$ cat src/rtl/cap_chan_pkg.sv
package cap_chan_pkg;

   localparam int unsigned SYNC_MIN  = 2;
   localparam int unsigned PSC_W_MAX = 3;

   typedef enum logic {
      POL_RISE = 1'b0,
      POL_FALL = 1'b1
   } cap_pol_e;

   // Width of the qualified-edge counter needed for the largest ratio.
   function automatic int unsigned psc_cnt_width(input int unsigned psc_w);
      return (1 << psc_w) - 1;
   endfunction

endpackage

$ cat src/rtl/cap_in_filter.sv
module cap_in_filter #(
   parameter int unsigned SYNC_STAGES = 2,
   parameter int unsigned FLT_W       = 4,
   parameter bit          FLT_EN      = 1'b1
) (
   input  logic             clk_i,
   input  logic             rst_ni,
   input  logic             pin_i,
   input  logic [FLT_W-1:0] flt_len_i,
   output logic             lvl_o
);

   logic [SYNC_STAGES-1:0] sync_q;
   logic                   smp;

   always_ff @(posedge clk_i or negedge rst_ni) begin
      if (!rst_ni) sync_q <= '0;
      else         sync_q <= {sync_q[SYNC_STAGES-2:0], pin_i};
   end

   assign smp = sync_q[SYNC_STAGES-1];

   if (FLT_EN) begin : g_flt
      logic [FLT_W-1:0] run_q;
      logic             lvl_q;

      always_ff @(posedge clk_i or negedge rst_ni) begin
         if (!rst_ni) begin
            run_q <= '0;
            lvl_q <= 1'b0;
         end else if (flt_len_i == '0) begin
            run_q <= '0;
            lvl_q <= smp;
         end else if (smp == lvl_q) begin
            run_q <= '0;
         end else if (run_q == flt_len_i - FLT_W'(1)) begin
            run_q <= '0;
            lvl_q <= smp;
         end else begin
            run_q <= run_q + FLT_W'(1);
         end
      end

      assign lvl_o = lvl_q;
   end else begin : g_noflt
      logic lvl_q;
      logic unused_len;

      assign unused_len = ^flt_len_i;

      always_ff @(posedge clk_i or negedge rst_ni) begin
         if (!rst_ni) lvl_q <= 1'b0;
         else         lvl_q <= smp;
      end

      assign lvl_o = lvl_q;
   end

endmodule

$ cat src/rtl/cap_edge_det.sv
module cap_edge_det (
   input  logic clk_i,
   input  logic rst_ni,
   input  logic lvl_i,
   input  logic edge_sel_i,
   output logic edge_o
);

   logic lvl_q;
   logic rise;
   logic fall;

   always_ff @(posedge clk_i or negedge rst_ni) begin
      if (!rst_ni) lvl_q <= 1'b0;
      else         lvl_q <= lvl_i;
   end

   assign rise   = lvl_i & ~lvl_q;
   assign fall   = ~lvl_i & lvl_q;
   assign edge_o = (edge_sel_i == cap_chan_pkg::POL_FALL) ? fall : rise;

endmodule

$ cat src/rtl/cap_evt_psc.sv
module cap_evt_psc #(
   parameter int unsigned PSC_W = 2
) (
   input  logic             clk_i,
   input  logic             rst_ni,
   input  logic             edge_i,
   input  logic [PSC_W-1:0] psc_sel_i,
   output logic             fire_o
);

   localparam int unsigned PC_W = cap_chan_pkg::psc_cnt_width(PSC_W);

   logic [PSC_W-1:0] sel_q;
   logic [PC_W-1:0]  cnt_q;
   logic [PC_W-1:0]  cnt_eff;
   logic [PC_W-1:0]  lim;
   logic             chg;

   assign chg     = (psc_sel_i != sel_q);
   assign cnt_eff = chg ? '0 : cnt_q;
   assign lim     = PC_W'((32'd1 << psc_sel_i) - 32'd1);
   assign fire_o  = edge_i && (cnt_eff == lim);

   always_ff @(posedge clk_i or negedge rst_ni) begin
      if (!rst_ni) begin
         sel_q <= '0;
         cnt_q <= '0;
      end else begin
         sel_q <= psc_sel_i;
         if (edge_i) cnt_q <= fire_o ? '0 : cnt_eff + PC_W'(1);
         else        cnt_q <= cnt_eff;
      end
   end

endmodule

$ cat src/rtl/cap_chan.sv
module cap_chan #(
   parameter int unsigned CNT_W       = 16,
   parameter int unsigned FLT_W       = 4,
   parameter int unsigned SYNC_STAGES = 2,
   parameter bit          FLT_EN      = 1'b1,
   parameter int unsigned PSC_W       = 2
) (
   input  logic             clk_i,
   input  logic             rst_ni,
   input  logic             pin_i,
   input  logic [FLT_W-1:0] flt_len_i,
   input  logic             edge_sel_i,
   input  logic [PSC_W-1:0] psc_sel_i,
   input  logic [CNT_W-1:0] cnt_i,
   output logic [CNT_W-1:0] cap_val_o,
   output logic             flag_o,
   input  logic             flag_clr_i,
   input  logic             irq_en_i,
   output logic             irq_o
);

   if (SYNC_STAGES < cap_chan_pkg::SYNC_MIN) begin : g_bad_sync
      $error("cap_chan: SYNC_STAGES must be at least 2");
   end
   if (CNT_W < 1 || FLT_W < 1) begin : g_bad_width
      $error("cap_chan: CNT_W and FLT_W must be positive");
   end
   if (PSC_W < 1 || PSC_W > cap_chan_pkg::PSC_W_MAX) begin : g_bad_psc
      $error("cap_chan: PSC_W must be 1 to 3");
   end

   logic             lvl;
   logic             edge_pulse;
   logic             cap_fire;
   logic [CNT_W-1:0] cap_q;
   logic             flag_q;

   cap_in_filter #(
      .SYNC_STAGES (SYNC_STAGES),
      .FLT_W       (FLT_W),
      .FLT_EN      (FLT_EN)
   ) u_flt (
      .clk_i     (clk_i),
      .rst_ni    (rst_ni),
      .pin_i     (pin_i),
      .flt_len_i (flt_len_i),
      .lvl_o     (lvl)
   );

   cap_edge_det u_edge (
      .clk_i      (clk_i),
      .rst_ni     (rst_ni),
      .lvl_i      (lvl),
      .edge_sel_i (edge_sel_i),
      .edge_o     (edge_pulse)
   );

   cap_evt_psc #(
      .PSC_W (PSC_W)
   ) u_psc (
      .clk_i     (clk_i),
      .rst_ni    (rst_ni),
      .edge_i    (edge_pulse),
      .psc_sel_i (psc_sel_i),
      .fire_o    (cap_fire)
   );

   always_ff @(posedge clk_i or negedge rst_ni) begin
      if (!rst_ni) begin
         cap_q  <= '0;
         flag_q <= 1'b0;
      end else if (cap_fire) begin
         cap_q  <= cnt_i;
         flag_q <= 1'b1;
      end else if (flag_clr_i) begin
         flag_q <= 1'b0;
      end
   end

   assign cap_val_o = cap_q;
   assign flag_o    = flag_q;
   assign irq_o     = flag_q & irq_en_i;

endmodule

$ cat config.mk
export PLATFORM = sky130hd
export DESIGN_NAME = cap_chan
export DESIGN_NICKNAME = d
export VERILOG_FILES = /design/src/rtl/cap_chan_pkg.sv /design/src/rtl/cap_in_filter.sv /design/src/rtl/cap_edge_det.sv /design/src/rtl/cap_evt_psc.sv /design/src/rtl/cap_chan.sv
export SDC_FILE = /design/constraint.sdc
export NUM_CORES = 1
export LEC_CHECK = 0
export BUFFER_PORTS_ARGS = -buffer_cell sky130_fd_sc_hd__buf_2
export CORE_UTILIZATION = 45
export DETAILED_ROUTE_END_ITERATION = 8
export HOLD_SLACK_MARGIN = 0.02
export PLACE_DENSITY = 0.69
export REMOVE_ABC_BUFFERS = 1
export SETUP_SLACK_MARGIN = 0.3
export SYNTH_ARGS = -nofsm -noshare
export SYNTH_HDL_FRONTEND = slang
export SYNTH_HIERARCHICAL = 1
export SYNTH_SLANG_ARGS = --single-unit
export TNS_END_PERCENT = 50
$ cat constraint.sdc
create_clock -name clk_i -period 6 [get_ports clk_i]
set_input_delay 0.9 -clock clk_i [delete_from_list [all_inputs] [get_ports clk_i]]
set_output_delay 0.9 -clock clk_i [all_outputs]
set_load 0.1 [all_outputs]
# ---- Word-level counts from Yosys, hierarchy flattened
# Index checks and enable logic that the tools add are counted.
dict set report word_totals {
  ram_bits 0
  elab_cells 40
  register_bits 30
  inputBits 28
  out_inout_bits 18
  mem_bits_ro 0
  latchBits 0
  memories 0
}
dict set report op_classes {
  reduce_logical 5
  eq_ne 5
  order_cmp 0
  n_mux 12
  n_mul 0
  shifts 1
  addsub 4
  n_div 0
  bitwise_logic 5
}
# operator n
set op_table {}
lappend op_table {{$mux W4} 3}
lappend op_table {{$mux W3} 3}
lappend op_table {{$mux W1} 6}
lappend op_table {{$add A4 B1 Y4 const B} 1}
lappend op_table {{$eq A4 B4 Y1} 1}
lappend op_table {{$logic_not A4 Y1} 1}
lappend op_table {{$reduce_bool A2 Y1} 2}
lappend op_table {{$sub A4 B1 Y4 const B} 1}
lappend op_table {{$add A3 B1 Y3 const B} 1}
lappend op_table {{$and A1 B1 Y1} 3}
lappend op_table {{$eq A3 B3 Y1} 1}
lappend op_table {{$shl A1 B2 Y3 const A} 1}
lappend op_table {{$sub A3 B1 Y3 const B} 1}
lappend op_table {{$ne A2 B1 Y1 const B} 1}
lappend op_table {{$ne A2 B2 Y1} 1}
lappend op_table {{$not A1 Y1} 2}
lappend op_table {{$reduce_and A2 Y1} 1}
lappend op_table {{$eq A1 B1 Y1} 1}
lappend op_table {{$logic_and A1 B1 Y1} 1}

# ---- Longest topological paths before layout
dict set report logic_depth {
  ltp_word 6
  mapped_depth 9
  mapped_depth_nobuf 8
}

# ---- Cells and area by module
# The synthesis kept the hierarchy.
# module n_inst cells_per_inst area_per_inst_um2
set modules_own_cells {}
lappend modules_own_cells {cap_chan 1 38 689.4}
lappend modules_own_cells {cap_in_filter 1 34 362.8}
lappend modules_own_cells {cap_evt_psc 1 40 344.1}
lappend modules_own_cells {cap_edge_det 1 4 47.5}

# ---- Least setup slack after synthesis
# No wires, ideal clock.
dict set report synth_path {
  kind {register to output}
  startpoint {reg flag_q, in the netlist flag_o}
  endpoint {out irq_o}
  stages_incl_launch_ff 2
  path_slack_ns 3.319
  arrival_ns 1.781
  required_time_ns 5.100
  cell_sequence {dfrtp_1 > and2_1}
}
dict set report synth_between {
  elab_chain_len 1
}
# item line_no
set synth_lines {}
lappend synth_lines {{start: declaration} cap_chan.sv:36} ;# logic flag_q;
lappend synth_lines {{start signal: assignment} cap_chan.sv:71} ;# flag_q <= 1'b0;
lappend synth_lines {{start signal: assignment} cap_chan.sv:74} ;# flag_q <= 1'b1;
lappend synth_lines {{start signal: assignment} cap_chan.sv:76} ;# flag_q <= 1'b0;
lappend synth_lines {{$and A1 B1 Y1} cap_chan.sv:82} ;# assign irq_o = flag_q & irq_en_i;
lappend synth_lines {{end: declaration} cap_chan.sv:19} ;# output logic irq_o
# Every way passes these cells.

# ---- Final worst setup path
dict set report layout_path {
  startpoint {in psc_sel_i[0]}
  endpoint {reg cap_q[1], in the netlist cap_val_o[1]}
}
dict set report layout_between {
  elab_chain_len 4
  elab_cells_between_ends 6
  classes_between {add/sub: 1; eq/ne: 2; shift: 1; mux: 1; reduce/logical: 1}
}
# item line_no
set layout_lines {}
lappend layout_lines {{start: declaration} cap_chan.sv:13} ;# input logic [PSC_W-1:0] psc_sel_i,
lappend layout_lines {{$shl A1 B2 Y3 or $ne A2 B2 Y1 (tied branches)} {cap_evt_psc.sv:21, cap_evt_psc.sv:19}}
lappend layout_lines {{$sub A3 B1 Y3 or $mux W3 (tied branches)} {cap_evt_psc.sv:21, cap_evt_psc.sv:20}}
lappend layout_lines {{$eq A3 B3 Y1 *} cap_evt_psc.sv:22} ;# assign fire_o = edge_i && (cnt_eff == lim);
lappend layout_lines {{$logic_and A1 B1 Y1 *} cap_evt_psc.sv:22}
lappend layout_lines {{net cap_fire} cap_chan.sv:34} ;# logic cap_fire;
lappend layout_lines {{end signal: assignment} cap_chan.sv:73} ;# cap_q <= cnt_i;
lappend layout_lines {{end: declaration} cap_chan.sv:35} ;# logic [CNT_W-1:0] cap_q;
# Mark *: on every way through the listed nets, which the timed path passes. The rest lies on a longest branch.
# A chain may end at the register's enable or synchronous reset.

==> flow_metrics.py <==
metrics = {
    "placement": {
        "place_congestion": 0.8634,
        "port_buffers": 45,
        "dp_hpwl_mm": 1.823,
    },
    "setup_path": {
        "cpMostUsedCell": "a31oi_1",
        "rrSetupSlack_ns": 3.56,
        "critical_path.startpoint_type": "input port",
        "critPathArrivalTime_ns": 2.95,
        "critPathSlowestCell": "and2_1",
        "cp.required_ns": 6.21,
        "startpoint": "psc_sel_i[0]",
        "rr_worst_depth": 6,
        "cp_max_fo": 17,
        "endpoint": "cap_val_o[1]",
        "path_cells": "buf_2 -> or3_1 -> a31oi_1 -> a31oi_1 -> nor2_2 -> and2_1 -> mux2_2",
        "criticalPathCategory": "in2reg",
        "r2r_end": "cap_val_o[1]",
        "r2r-start": "u_psc/cnt_q[0]",
        "max_stage_delay_ns": 0.72,
        "crit_path_end_kind": "flip-flop",
    },
    "sta": {
        "finalSetupViolCount": 0,
        "slew_headroom_pct": 41.55,
        "min_period_ns": 2.740,
        "finalSetupTns_ns": 0,
        "worst_slew_pin_slew_ns": 0.8767,
        "timing.fmax_mhz": 365.0,
        "rsz0062_at_grt": "false",
        "drv_slew": 0,
        "finalClockSkew_ns": 0.009384,
        "finalHoldViolations": 0,
        "fin_crit_sh_pct": 45.66,
    },
    "yosys": {
        "synthDistinctLibCells": 33,
        "synthMuxAreaShare_pct": 16.38,
        "yosysSeqAreaShare_pct": 51.99,
        "synth_area_per_cell_sq_um": 12.45,
        "ys_ff_latch": 30,
        "synthArstFlopShare_pct": 100.0,
        "synthSimpleGateAreaFrac_pct": 9.792,
        "yosysTopAreaCellShare_pct": 51.99,
        "synthAdderAreaFrac_pct": 2.600,
        "synth_xor_xnor_area_share_pct": 6.672,
        "synth_ff_type": "dfrtp_1",
        "synth_top_family_by_area": "multiplexers",
        "synth_warnings": 6,
        "synth.largest_area_cell": "dfrtp_1",
        "synth_compound_area_share_pct": 7.452,
        "syn_inst": 116,
        "ys_top_cells_by_area": "dfrtp_1 (52%), mux2_4 (9.4%), mux2_2 (6.2%)",
        "synth_area_sq_mm": 0.001444,
        "synth_edf_count": 0,
    },
    "grt": {
        "grt_use_met1_pct": 20.66,
        "grt_use_total_pct": 16.47,
        "grt-ovfl-total": 0,
        "grt_max_degree": 31,
        "first_global_vias": 978,
        "antenna_found_initial": 0,
        "grtUsageMet2_pct": 25.29,
        "gr-max-usage-layer": "met2",
        "grt_pass1_wl_mm": 4.119,
        "use_met3_pct": 6.593,
    },
    "final_layout": {
        "antenna_cells": 0,
        "final_layout_size_suffix_gt1_share_pct": 44.24,
        "fillers": 268,
        "multiInputGateArea_sq_um": 619.3,
        "syn_to_final_growth_pct": 21.32,
        "final_core_utilization_pct": 57.38,
        "final_nets": 195,
        "seq_area_sq_um": 750.7,
    },
    "die": {
        "initial_core_util_pct": 47.30,
        "ios": 46,
        "die-width_um": 58.65,
        "rows": 20,
        "die_y_um": 58.65,
        "die_area_sq_mm": 0.003439,
        "core_sq_mm": 0.003053,
    },
    "routing": {
        "num_vias": 1026,
        "post_drt_via_cell_ratio": 4.909,
        "drtIter0Drc": 83,
        "wl_per_cell_um": 11.61,
        "drt_first_pass_iters": 4,
        "drcViolationCount": 0,
        "finalWirelength_mm": 2.426,
        "antenna_left": 0,
    },
    "run": {
        "drv_cap": 0,
    },
    "clocking": {
        "cts_tree": "built",
        "numCtsBuffers": 5,
        "path_clk_slew_ns": 0.09,
        "ctsResizeCount": 0,
        "post-cts-setup-buffer-count": 0,
        "clkLatencyLatePin_ns": 0.32,
        "clock_tree.root_cell": "clkbuf_4",
        "htree_num_levels": 2,
        "clockBufferDepth": 2,
        "clock_sinks": 30,
        "cts_hold_repair.buffers": 0,
    },
    "hold_path": {
        "min_path_cells": 0,
        "hp-class": "reg2reg",
    },
    "outcome": {
        "status": "complete, no violations",
    },
}
placed cells by master, fill, tap and decap left out, drive strengths merged:
| cell | synthesis | layout |
|---|---|---|
| xor2 | 5 | 5 |
| o22ai | 3 | 3 |
| buf | 4 | 45 |
| nand3 | 2 | 2 |
| o31ai | 2 | 2 |
| or3 | 1 | 1 |
| nand3b | 1 | 1 |
| a211oi | 1 | 1 |
| a31oi | 3 | 3 |
| and2 | 2 | 2 |
| nand2 | 9 | 9 |
| o21ai | 3 | 3 |
| mux2 | 18 | 18 |
| a21oi | 1 | 1 |
| inv | 7 | 7 |
| nand2b | 2 | 2 |
| o21bai | 1 | 1 |
| bufinv | 0 | 1 |
| xnor2 | 6 | 6 |
| nor2 | 7 | 7 |
| nand4bb | 1 | 1 |
| nor3 | 1 | 1 |
| clkbuf | 0 | 7 |
| nor4 | 1 | 1 |
| o211ai | 1 | 1 |
| dfrtp | 30 | 30 |
| ha | 3 | 3 |
| a21o | 1 | 1 |
routing by layer:
metal | wire length [um] | up-vias | share of wire (%)
li1 | - | 496 | -
met1 | 1056 | 484 | 44
met2 | 1141 | 40 | 47
met3 | 188 | 6 | 7.7
met4 | 40 | 0 | 1.6
met5 | 0 | - | 0
through the flow:
stage          cells  setup slack [ns]  hold WS [ns]  cell area (sq um)
6_report         209             3.260        0.3677               1752
4_1_cts          209             3.262        0.3698               1752
2_1_floorplan    112             3.279        0.3312               1396
3_5_place_dp     201             2.884        0.3379               1677
3_3_place_gp     201             2.985        0.3337               1677
5_1_grt          209             3.157        0.4008               1752
flip-flops by register name, indices dropped and copies added, names as in the netlist:
signal,cells
u_psc/cnt_q,3
u_flt/g_flt.run_q,4
u_psc/sel_q,2
cap_val_o,16
u_edge/lvl_q,1
u_flt/lvl_o,1
flag_o,1
u_flt/sync_q,2
layout make-up:
cell class | count | share of cell area (%)
Tap cell | 44 | 3.143
Clock inverter | 1 | 1.714
Clock buffer | 7 | 2.571
Multi-Input combinational cell | 75 | 35.36
Timing Repair Buffer | 45 | 12.86
Sequential cell | 30 | 42.86
Inverter | 7 | 1.500
kinds of logic after synthesis:
| family | Yosys count |
|---|---|
| XOR/XNOR | 11 |
| flip-flops | 30 |
| buffers and inverters | 11 |
| AO/OA/AOI/OAI | 16 |
| multiplexers | 18 |
| adder cells (fa/ha/maj) | 3 |
| AND/OR/NAND/NOR | 27 |
synthesized netlist by cell type (all sizes together) (3+ instances only):
| master | count |
|---|---|
| dfrtp | 30 |
| mux2 | 18 |
| nand2 | 9 |
| inv | 7 |
| nor2 | 7 |
| xnor2 | 6 |
| xor2 | 5 |
| buf | 4 |
| a31oi | 3 |
| ha | 3 |
| o21ai | 3 |
| o22ai | 3 |
worst min-delay path by stage:
stage,from,end,slack (ns)
finish,u_flt/sync_q[0],u_flt/sync_q[1],0.37
global route,u_flt/sync_q[0],u_flt/sync_q[1],0.40
CTS,u_flt/sync_q[0],u_flt/sync_q[1],0.37
detailed placement,u_flt/sync_q[0],u_flt/sync_q[1],0.34
global placement,u_flt/sync_q[0],u_flt/sync_q[1],0.33
floorplan,u_flt/sync_q[0],u_flt/sync_q[1],0.33
critical path, delay by kind of cell:
| family | cells | cell delay, ns |
|---|---|---|
| buf+inv | 1 | 0.15 |
| mux | 1 | 0.41 |
| simple gates | 3 | 1.23 |
| compound gates | 2 | 0.24 |
Power is left out: the tool's default activity adds up to more than one toggle a clock period on the data nets, which glitch-free logic cannot reach.
